==> src/rtl/prio_irq_pkg.sv <==
// Shared types for the rotating-priority interrupt resolver.
// Assumes: the pin count is a power of two.
package prio_irq_pkg;

    // Mode bits as written by the mode strobe
    typedef struct packed {
        logic smm;   // in-service bits ignored for selection
        logic sfn;   // cascade in-service bit does not block
        logic aeoi;  // acknowledge does not set in-service
    } prio_mode_t;

    // Decoded priority / end-of-interrupt command
    typedef struct packed {
        logic rotate;
        logic select;
        logic eoi;
    } prio_cmd_t;

endpackage

==> src/rtl/prio_rot_scan.sv <==
// Circular priority scanner.
// Rotates a candidate vector and a stop vector so that pin (lowprio+1)
// lands at index 0. It then takes the first index where either bit is set.
// It reports a hit only when that first index is a candidate and not a stop.
// Assumes: NPIN is a power of two, so pin arithmetic wraps naturally.
module prio_rot_scan #(
    parameter int NPIN = 8,
    localparam int PW = $clog2(NPIN)
) (
    input  logic [NPIN-1:0] cand_i,
    input  logic [NPIN-1:0] stop_i,
    input  logic [PW-1:0]   lowprio_i,
    output logic            hit_o,
    output logic [PW-1:0]   pin_o
);
    logic [PW-1:0]   start;
    logic [NPIN-1:0] rot_cand;
    logic [NPIN-1:0] rot_stop;

    assign start = lowprio_i + PW'(1);

    // Rotation: index g of the rotated vectors is pin (start+g) mod NPIN
    for (genvar g = 0; g < NPIN; g++) begin : g_rot
        logic [PW-1:0] src;
        assign src         = start + PW'(g);
        assign rot_cand[g] = cand_i[src];
        assign rot_stop[g] = stop_i[src];
    end

    // Fixed-priority encoder over the rotated vectors
    always_comb begin
        logic done;
        done  = 1'b0;
        hit_o = 1'b0;
        pin_o = '0;
        for (int i = 0; i < NPIN; i++) begin
            if (!done && (rot_cand[i] || rot_stop[i])) begin
                done  = 1'b1;
                hit_o = rot_cand[i] && !rot_stop[i];
                pin_o = start + PW'(i);
            end
        end
    end
endmodule

==> src/rtl/prio_irq_resolver.sv <==
// Rotating-priority interrupt resolver for one controller.
// Holds request, in-service and mask vectors, a lowest-priority pointer and
// mode bits. It selects a winner, applies end-of-interrupt and
// priority commands, and handles acknowledge.
// Assumes: strobes are one cycle wide; input conditioning and bus decode
// are done outside; NPIN is a power of two.
module prio_irq_resolver
    import prio_irq_pkg::*;
#(
    parameter int NPIN      = 8,
    parameter int VEC_W     = 8,
    parameter int CASC_PIN  = 2,
    parameter bit IS_MASTER = 1'b1,
    localparam int PW       = $clog2(NPIN),
    localparam int BASE_W   = VEC_W - PW
) (
    input  logic              clk,
    input  logic              rst_n,
    input  logic              init_i,
    input  logic [NPIN-1:0]   req_set_i,
    input  logic [NPIN-1:0]   line_active_i,
    input  logic              mask_wr_i,
    input  logic [NPIN-1:0]   mask_data_i,
    input  logic              mode_wr_i,
    input  logic              mode_smm_i,
    input  logic              mode_sfn_i,
    input  logic              mode_aeoi_i,
    input  logic              cmd_valid_i,
    input  logic              cmd_rotate_i,
    input  logic              cmd_select_i,
    input  logic              cmd_eoi_i,
    input  logic [PW-1:0]     cmd_pin_i,
    input  logic              ack_i,
    input  logic [BASE_W-1:0] vec_base_i,
    output logic              irq_o,
    output logic              win_valid_o,
    output logic [PW-1:0]     win_pin_o,
    output logic [VEC_W-1:0]  ack_vec_o
);
    localparam logic [NPIN-1:0] CASC_BIT = NPIN'(1) << CASC_PIN;

    logic [NPIN-1:0] irr_q, isr_q, imr_q;
    logic [PW-1:0]   lowprio_q;
    logic            rot_q;
    prio_mode_t      mode_q;
    prio_cmd_t       cmd;
    logic            sfn_allow;

    logic [NPIN-1:0] blk_vec, eoi_cand;
    logic            req_hit, isr_hit;
    logic [PW-1:0]   req_pin, isr_pin;

    logic            eoi_ok, setpri, ack_ok;
    logic [PW-1:0]   eoi_pin;
    logic [NPIN-1:0] eoi_clr, ack_isr_set, ack_irr_clr;

    logic            irq_q, win_valid_q;
    logic [PW-1:0]   win_pin_q;
    logic [VEC_W-1:0] ack_vec_q;

    assign cmd = '{rotate: cmd_rotate_i, select: cmd_select_i, eoi: cmd_eoi_i};

    // Special nested mode exists only on the master build
    if (IS_MASTER) begin : g_sfn_master
        assign sfn_allow = mode_sfn_i;
    end else begin : g_sfn_slave
        assign sfn_allow = 1'b0;
    end

    // Blocking vector for selection: ignored in mask mode, cascade freed in nested mode
    always_comb begin
        if (mode_q.smm)      blk_vec = '0;
        else if (mode_q.sfn) blk_vec = isr_q & ~CASC_BIT;
        else                 blk_vec = isr_q;
    end

    // End-of-interrupt candidates: masked in-service bits skipped in mask mode
    assign eoi_cand = mode_q.smm ? (isr_q & ~imr_q) : isr_q;

    prio_rot_scan #(.NPIN(NPIN)) req_scan_i (
        .cand_i    (irr_q & ~imr_q),
        .stop_i    (blk_vec),
        .lowprio_i (lowprio_q),
        .hit_o     (req_hit),
        .pin_o     (req_pin)
    );

    prio_rot_scan #(.NPIN(NPIN)) isr_scan_i (
        .cand_i    (eoi_cand),
        .stop_i    ('0),
        .lowprio_i (lowprio_q),
        .hit_o     (isr_hit),
        .pin_o     (isr_pin)
    );

    // Command and acknowledge decode into per-pin clear/set vectors
    always_comb begin
        eoi_pin     = cmd.select ? cmd_pin_i : isr_pin;
        eoi_ok      = cmd_valid_i && cmd.eoi && (cmd.select || isr_hit);
        eoi_clr     = eoi_ok ? (NPIN'(1) << eoi_pin) : '0;
        setpri      = cmd_valid_i && !cmd.eoi && cmd.select && cmd.rotate;
        ack_ok      = ack_i && req_hit;
        ack_isr_set = (ack_ok && !mode_q.aeoi) ? (NPIN'(1) << req_pin) : '0;
        ack_irr_clr = (ack_ok && !line_active_i[req_pin]) ? (NPIN'(1) << req_pin) : '0;
    end

    // Controller state: request, in-service, mask, pointer and modes
    always_ff @(posedge clk) begin
        if (!rst_n) begin
            irr_q     <= '0;
            isr_q     <= '0;
            imr_q     <= '0;
            lowprio_q <= '1;
            rot_q     <= 1'b0;
            mode_q    <= '0;
        end else if (init_i) begin
            irr_q      <= '0;
            imr_q      <= '0;
            lowprio_q  <= '1;
            mode_q.smm <= 1'b0;
        end else begin
            irr_q <= (irr_q & ~ack_irr_clr) | req_set_i;
            isr_q <= (isr_q & ~eoi_clr) | ack_isr_set;
            if (mask_wr_i) imr_q <= mask_data_i;
            if (mode_wr_i) mode_q <= '{smm: mode_smm_i, sfn: sfn_allow, aeoi: mode_aeoi_i};
            if (cmd_valid_i) rot_q <= cmd.rotate;
            if (ack_ok && mode_q.aeoi && rot_q) lowprio_q <= req_pin;
            else if (eoi_ok && cmd.rotate)      lowprio_q <= eoi_pin;
            else if (setpri)                    lowprio_q <= cmd_pin_i;
        end
    end

    // Output registers: request line, registered winner, acknowledge vector
    always_ff @(posedge clk) begin
        if (!rst_n) begin
            irq_q       <= 1'b0;
            win_valid_q <= 1'b0;
            win_pin_q   <= '0;
            ack_vec_q   <= '0;
        end else begin
            if (ack_i)        irq_q <= 1'b0;
            else if (req_hit) irq_q <= 1'b1;
            win_valid_q <= req_hit;
            win_pin_q   <= req_hit ? req_pin : '0;
            if (ack_i) ack_vec_q <= {vec_base_i, (ack_ok ? req_pin : {PW{1'b1}})};
        end
    end

    assign irq_o       = irq_q;
    assign win_valid_o = win_valid_q;
    assign win_pin_o   = win_pin_q;
    assign ack_vec_o   = ack_vec_q;
endmodule

==> config.mk <==
export PLATFORM = sky130hd
export DESIGN_NAME = prio_irq_resolver
export DESIGN_NICKNAME = d
export VERILOG_FILES = /design/src/rtl/prio_irq_pkg.sv /design/src/rtl/prio_rot_scan.sv /design/src/rtl/prio_irq_resolver.sv
export SDC_FILE = /design/constraint.sdc
export NUM_CORES = 1
export LEC_CHECK = 0
export BUFFER_PORTS_ARGS = -buffer_cell sky130_fd_sc_hd__buf_4
export CAP_MARGIN = 5
export CORE_MARGIN = 2
export CORE_UTILIZATION = 54
export DETAILED_ROUTE_END_ITERATION = 12
export PLACE_DENSITY = 0.78
export SYNTH_ARGS = -nofsm -noshare
export SYNTH_HDL_FRONTEND = slang
export SYNTH_SLANG_ARGS = --single-unit
==> constraint.sdc <==
create_clock -name clk -period 5.3 [get_ports clk]
set_input_delay 0.53 -clock clk [delete_from_list [all_inputs] [get_ports clk]]
set_output_delay 0.53 -clock clk [all_outputs]
set_load 0.01 [all_outputs]
==> impl_metrics.yaml <==
floorplanning:
  dieWidth_microns: 92.1
  die-area_sq_um: 8490
  die_height_microns: 92.1
  floorplan.initialDensity: 0.551
  pin_count: 58
  row_count: 32
  core-area_sq_um: 7610
run_status:
  status: "completed"
sta:
  setup_total_negative_slack_ns: 0
  final_period_minus_worst_setup_slack_ns: 4.67
  max_slew_margin: 0.388
  fin_skew_ns: 0.00773
  hold_viol_final: 0
  rsz0062_at_grt: "no"
  post-route-period-util: 0.881
  fin_worst_hold_slack_ns: 0.463
  timing_max_transition_violations_final: 0
  max_freq_mhz: 214
  worst_pin_slew_ns: 0.907
  report.final.setup_viol: 0
synth:
  synth-seq-area-share: 0.210
  synthesis.yosys.warnings: 0
  syn-instance-count: 488
  yosys.cell_count.top_type: "sky130_fd_sc_hd__nor2_1"
  synth_nets: 535
  postSynthRegisterBits: 44
  number_of_synthesized_flops_with_an_enable_pin: 0
  post_synth_top_flop: "sky130_fd_sc_hd__dfxtp_1"
  post_synth.cell_area_avg_sq_um: 8.60
  async_reset_ff_frac: 0
  proportion_of_netlist_area_held_by_the_largest_area_contributor: 0.210
  synth_commonest_cells: "sky130_fd_sc_hd__nor2_1 (47), sky130_fd_sc_hd__dfxtp_1 (44), sky130_fd_sc_hd__nor2b_1 (35), sky130_fd_sc_hd__mux2i_1 (31), sky130_fd_sc_hd__nand2_1 (29)"
  yosysTopAreaCell: "sky130_fd_sc_hd__dfxtp_1"
  yosysUniqueCellTypes: 80
  syn-cell-area_sq_um: 4200
  synth_top_cells_by_area: "sky130_fd_sc_hd__dfxtp_1 (21%), sky130_fd_sc_hd__mux4_2 (9.7%), sky130_fd_sc_hd__mux2i_1 (7.4%)"
detailed_routing:
  drt_first_pass_iters: 6
  vias: 4322
  postRouteAntennaNets: 0
  detail_route.iter0.violations: 489
  route.detailed.vias_per_inst: 6.77
  remaining_drcs: 0
  routed_wirelength_microns: 13000
  avgRoutedWirePerCell_microns: 20.4
critical_path:
  r2r_slack_ns: 0.63
  timing.critical_path.from_type: "register"
  worst_setup_path_end_kind: "register"
  path_max_fanout: 47
  cp.arrival_ns: 4.87
  worst-endpoint-required_ns: 5.50
  criticalPathCategory: "register to register"
grt:
  grt_start_max_net_pins: 48
  congestion_overflow_gr: 0
  grt_pass1_wl_microns: 21000
  global_route.usage.total: 0.311
  grt_antenna_before_repair: 0
  grt_pass1_vias: 4188
place:
  place.port_buffers: 57
  globalplace.congestion: 0.962
  detailedPlacementHpwl_microns: 10000
cells_and_area:
  fin_util: 0.627
  area_delta_synth_final_pct: 13.6
  layout-drive-gt1-share: 0.220
  antennaDiodeCount: 0
  num-nets-final: 582
clock_tree:
  insertion_delay_ns: 0.30
  tritoncts: "built"
  clock_tree.root_cell: "sky130_fd_sc_hd__clkbuf_8"
  cts.repair_timing.setup_buffer_count: 0
  cts.sink_count: 44
  numCtsBuffers: 5
  cts_max_path_buffers: 2
  ctsResizeCount: 0
  level_count_of_the_clock_h_tree: 2
  post_cts_hold_buffer_count: 0
  clock_transition_at_the_registers_of_the_reported_paths_ns: 0.09
power_and_ir_drop:
  power_density_nw_per_um2: 230
  vdd_drop_max_v: 0.000196
  power.leakage_nw: 1.89
flow_run:
  drv_cap: 0
hold_path:
  worst_hold_path_type: "primary input to register"
[final timing paths]
check,start,to,depth (start not counted)
max,lowprio_q[0],isr_q[7],12
min,mask_data_i[2],imr_q[2],3
max reg2reg,lowprio_q[0],isr_q[7],12
min reg2reg,irq_o,irq_o,2
[critical path, cell delays in order (launching register included)]
cell and delay (ns):
sky130_fd_sc_hd__dfxtp_2 0.36, sky130_fd_sc_hd__buf_4 0.47, sky130_fd_sc_hd__ha_1 0.42, sky130_fd_sc_hd__xor3_1 0.57, sky130_fd_sc_hd__nor2b_1 0.23, sky130_fd_sc_hd__a22o_1 0.29, sky130_fd_sc_hd__nor4_2 0.47, sky130_fd_sc_hd__and4_1 0.35
sky130_fd_sc_hd__o211a_1 0.18, sky130_fd_sc_hd__o22ai_1 0.08, sky130_fd_sc_hd__a31oi_1 0.66, sky130_fd_sc_hd__nor2_1 0.19, sky130_fd_sc_hd__a32o_1 0.29
[metrics by stage]
stage	total power [mW]	setup slack [ns]	instances	area (sq um)
finish	1.09	0.631	638	4770
global route	1.15	0.408	638	4770
CTS	1.08	0.770	638	4770
detailed placement	0.854	0.811	630	4670
global placement	0.850	0.884	630	4670
floorplan	0.703	1.38	488	4200
[flip-flops by register name, indices dropped and copies added, names as in the netlist]
signal,flops
irq_o,1
rot_q,1
ack_vec_o,8
irr_q,8
mode_q,3
imr_q,8
win_valid_o,1
lowprio_q,3
isr_q,8
win_pin_o,3
[area by class of cell]
cell class              instances  area (sq um)
clock inverters                 2          15.0
repair buffers                 67           503
well taps                     102           128
inverters                       9          36.3
multi-input cells             408          3120
flip-flops and latches         44           882
fillers                       701          2840
clock buffers                   6          82.6
[where the power goes]
part | internal [mW] | switching, mW
Clock | 0.106 | 0.126
Combinational | 0.198 | 0.289
Sequential | 0.355 | 0.0211
Total | 0.659 | 0.436
[kinds of logic (layout without fill, tap and decap cells)]
| family | Yosys count | count (layout) | share of synthesized area |
|---|---|---|---|
| mux | 58 | 58 | 0.202 |
| buf+inv | 36 | 84 | 0.0462 |
| xor+xnor | 5 | 5 | 0.0140 |
| simple gates | 189 | 189 | 0.249 |
| flops | 44 | 44 | 0.210 |
| compound gates | 154 | 154 | 0.273 |
| fa+ha+maj | 2 | 2 | 0.00596 |
[layer usage]
metal	vias to the layer above	track usage	wire length (microns)
met3	43	0.0526	1110
li1	1989	-	-
met1	2038	0.402	5230
met4	0	0.121	363
met5	-	0	0
met2	252	0.518	6290
[cell usage in the layout (no fill, tap or decap), types with 5 or more instances in the layout]
master                     netlist  final
sky130_fd_sc_hd__nor2b_1        35     35
sky130_fd_sc_hd__a21o_1          6      6
sky130_fd_sc_hd__a21oi_1        14     14
sky130_fd_sc_hd__o22ai_1         6      6
sky130_fd_sc_hd__a22oi_1         5      5
sky130_fd_sc_hd__nor3_1          5      5
sky130_fd_sc_hd__a221oi_1        7      7
sky130_fd_sc_hd__nand2_1        29     29
sky130_fd_sc_hd__nand3_1         9      9
sky130_fd_sc_hd__nor2_1         47     47
sky130_fd_sc_hd__buf_4           4     67
sky130_fd_sc_hd__inv_1           6      6
sky130_fd_sc_hd__dfxtp_1        44     43
sky130_fd_sc_hd__nor3b_1         5      5
sky130_fd_sc_hd__o21ai_0        27     27
sky130_fd_sc_hd__and2_1         13     13
sky130_fd_sc_hd__a211oi_1        5      5
sky130_fd_sc_hd__nand4_1         6      6
sky130_fd_sc_hd__mux4_2         18     18
sky130_fd_sc_hd__mux2_2          7      7
sky130_fd_sc_hd__a21boi_0        6      6
sky130_fd_sc_hd__o211ai_1        6      6
sky130_fd_sc_hd__nand2b_1       12     12
sky130_fd_sc_hd__mux2i_1        31     31
sky130_fd_sc_hd__o31ai_1         6      6
sky130_fd_sc_hd__nand3b_1        8      8
sky130_fd_sc_hd__clkbuf_8        0      6
sky130_fd_sc_hd__a31oi_1        12     12
Power figures use the tool's default switching activity.
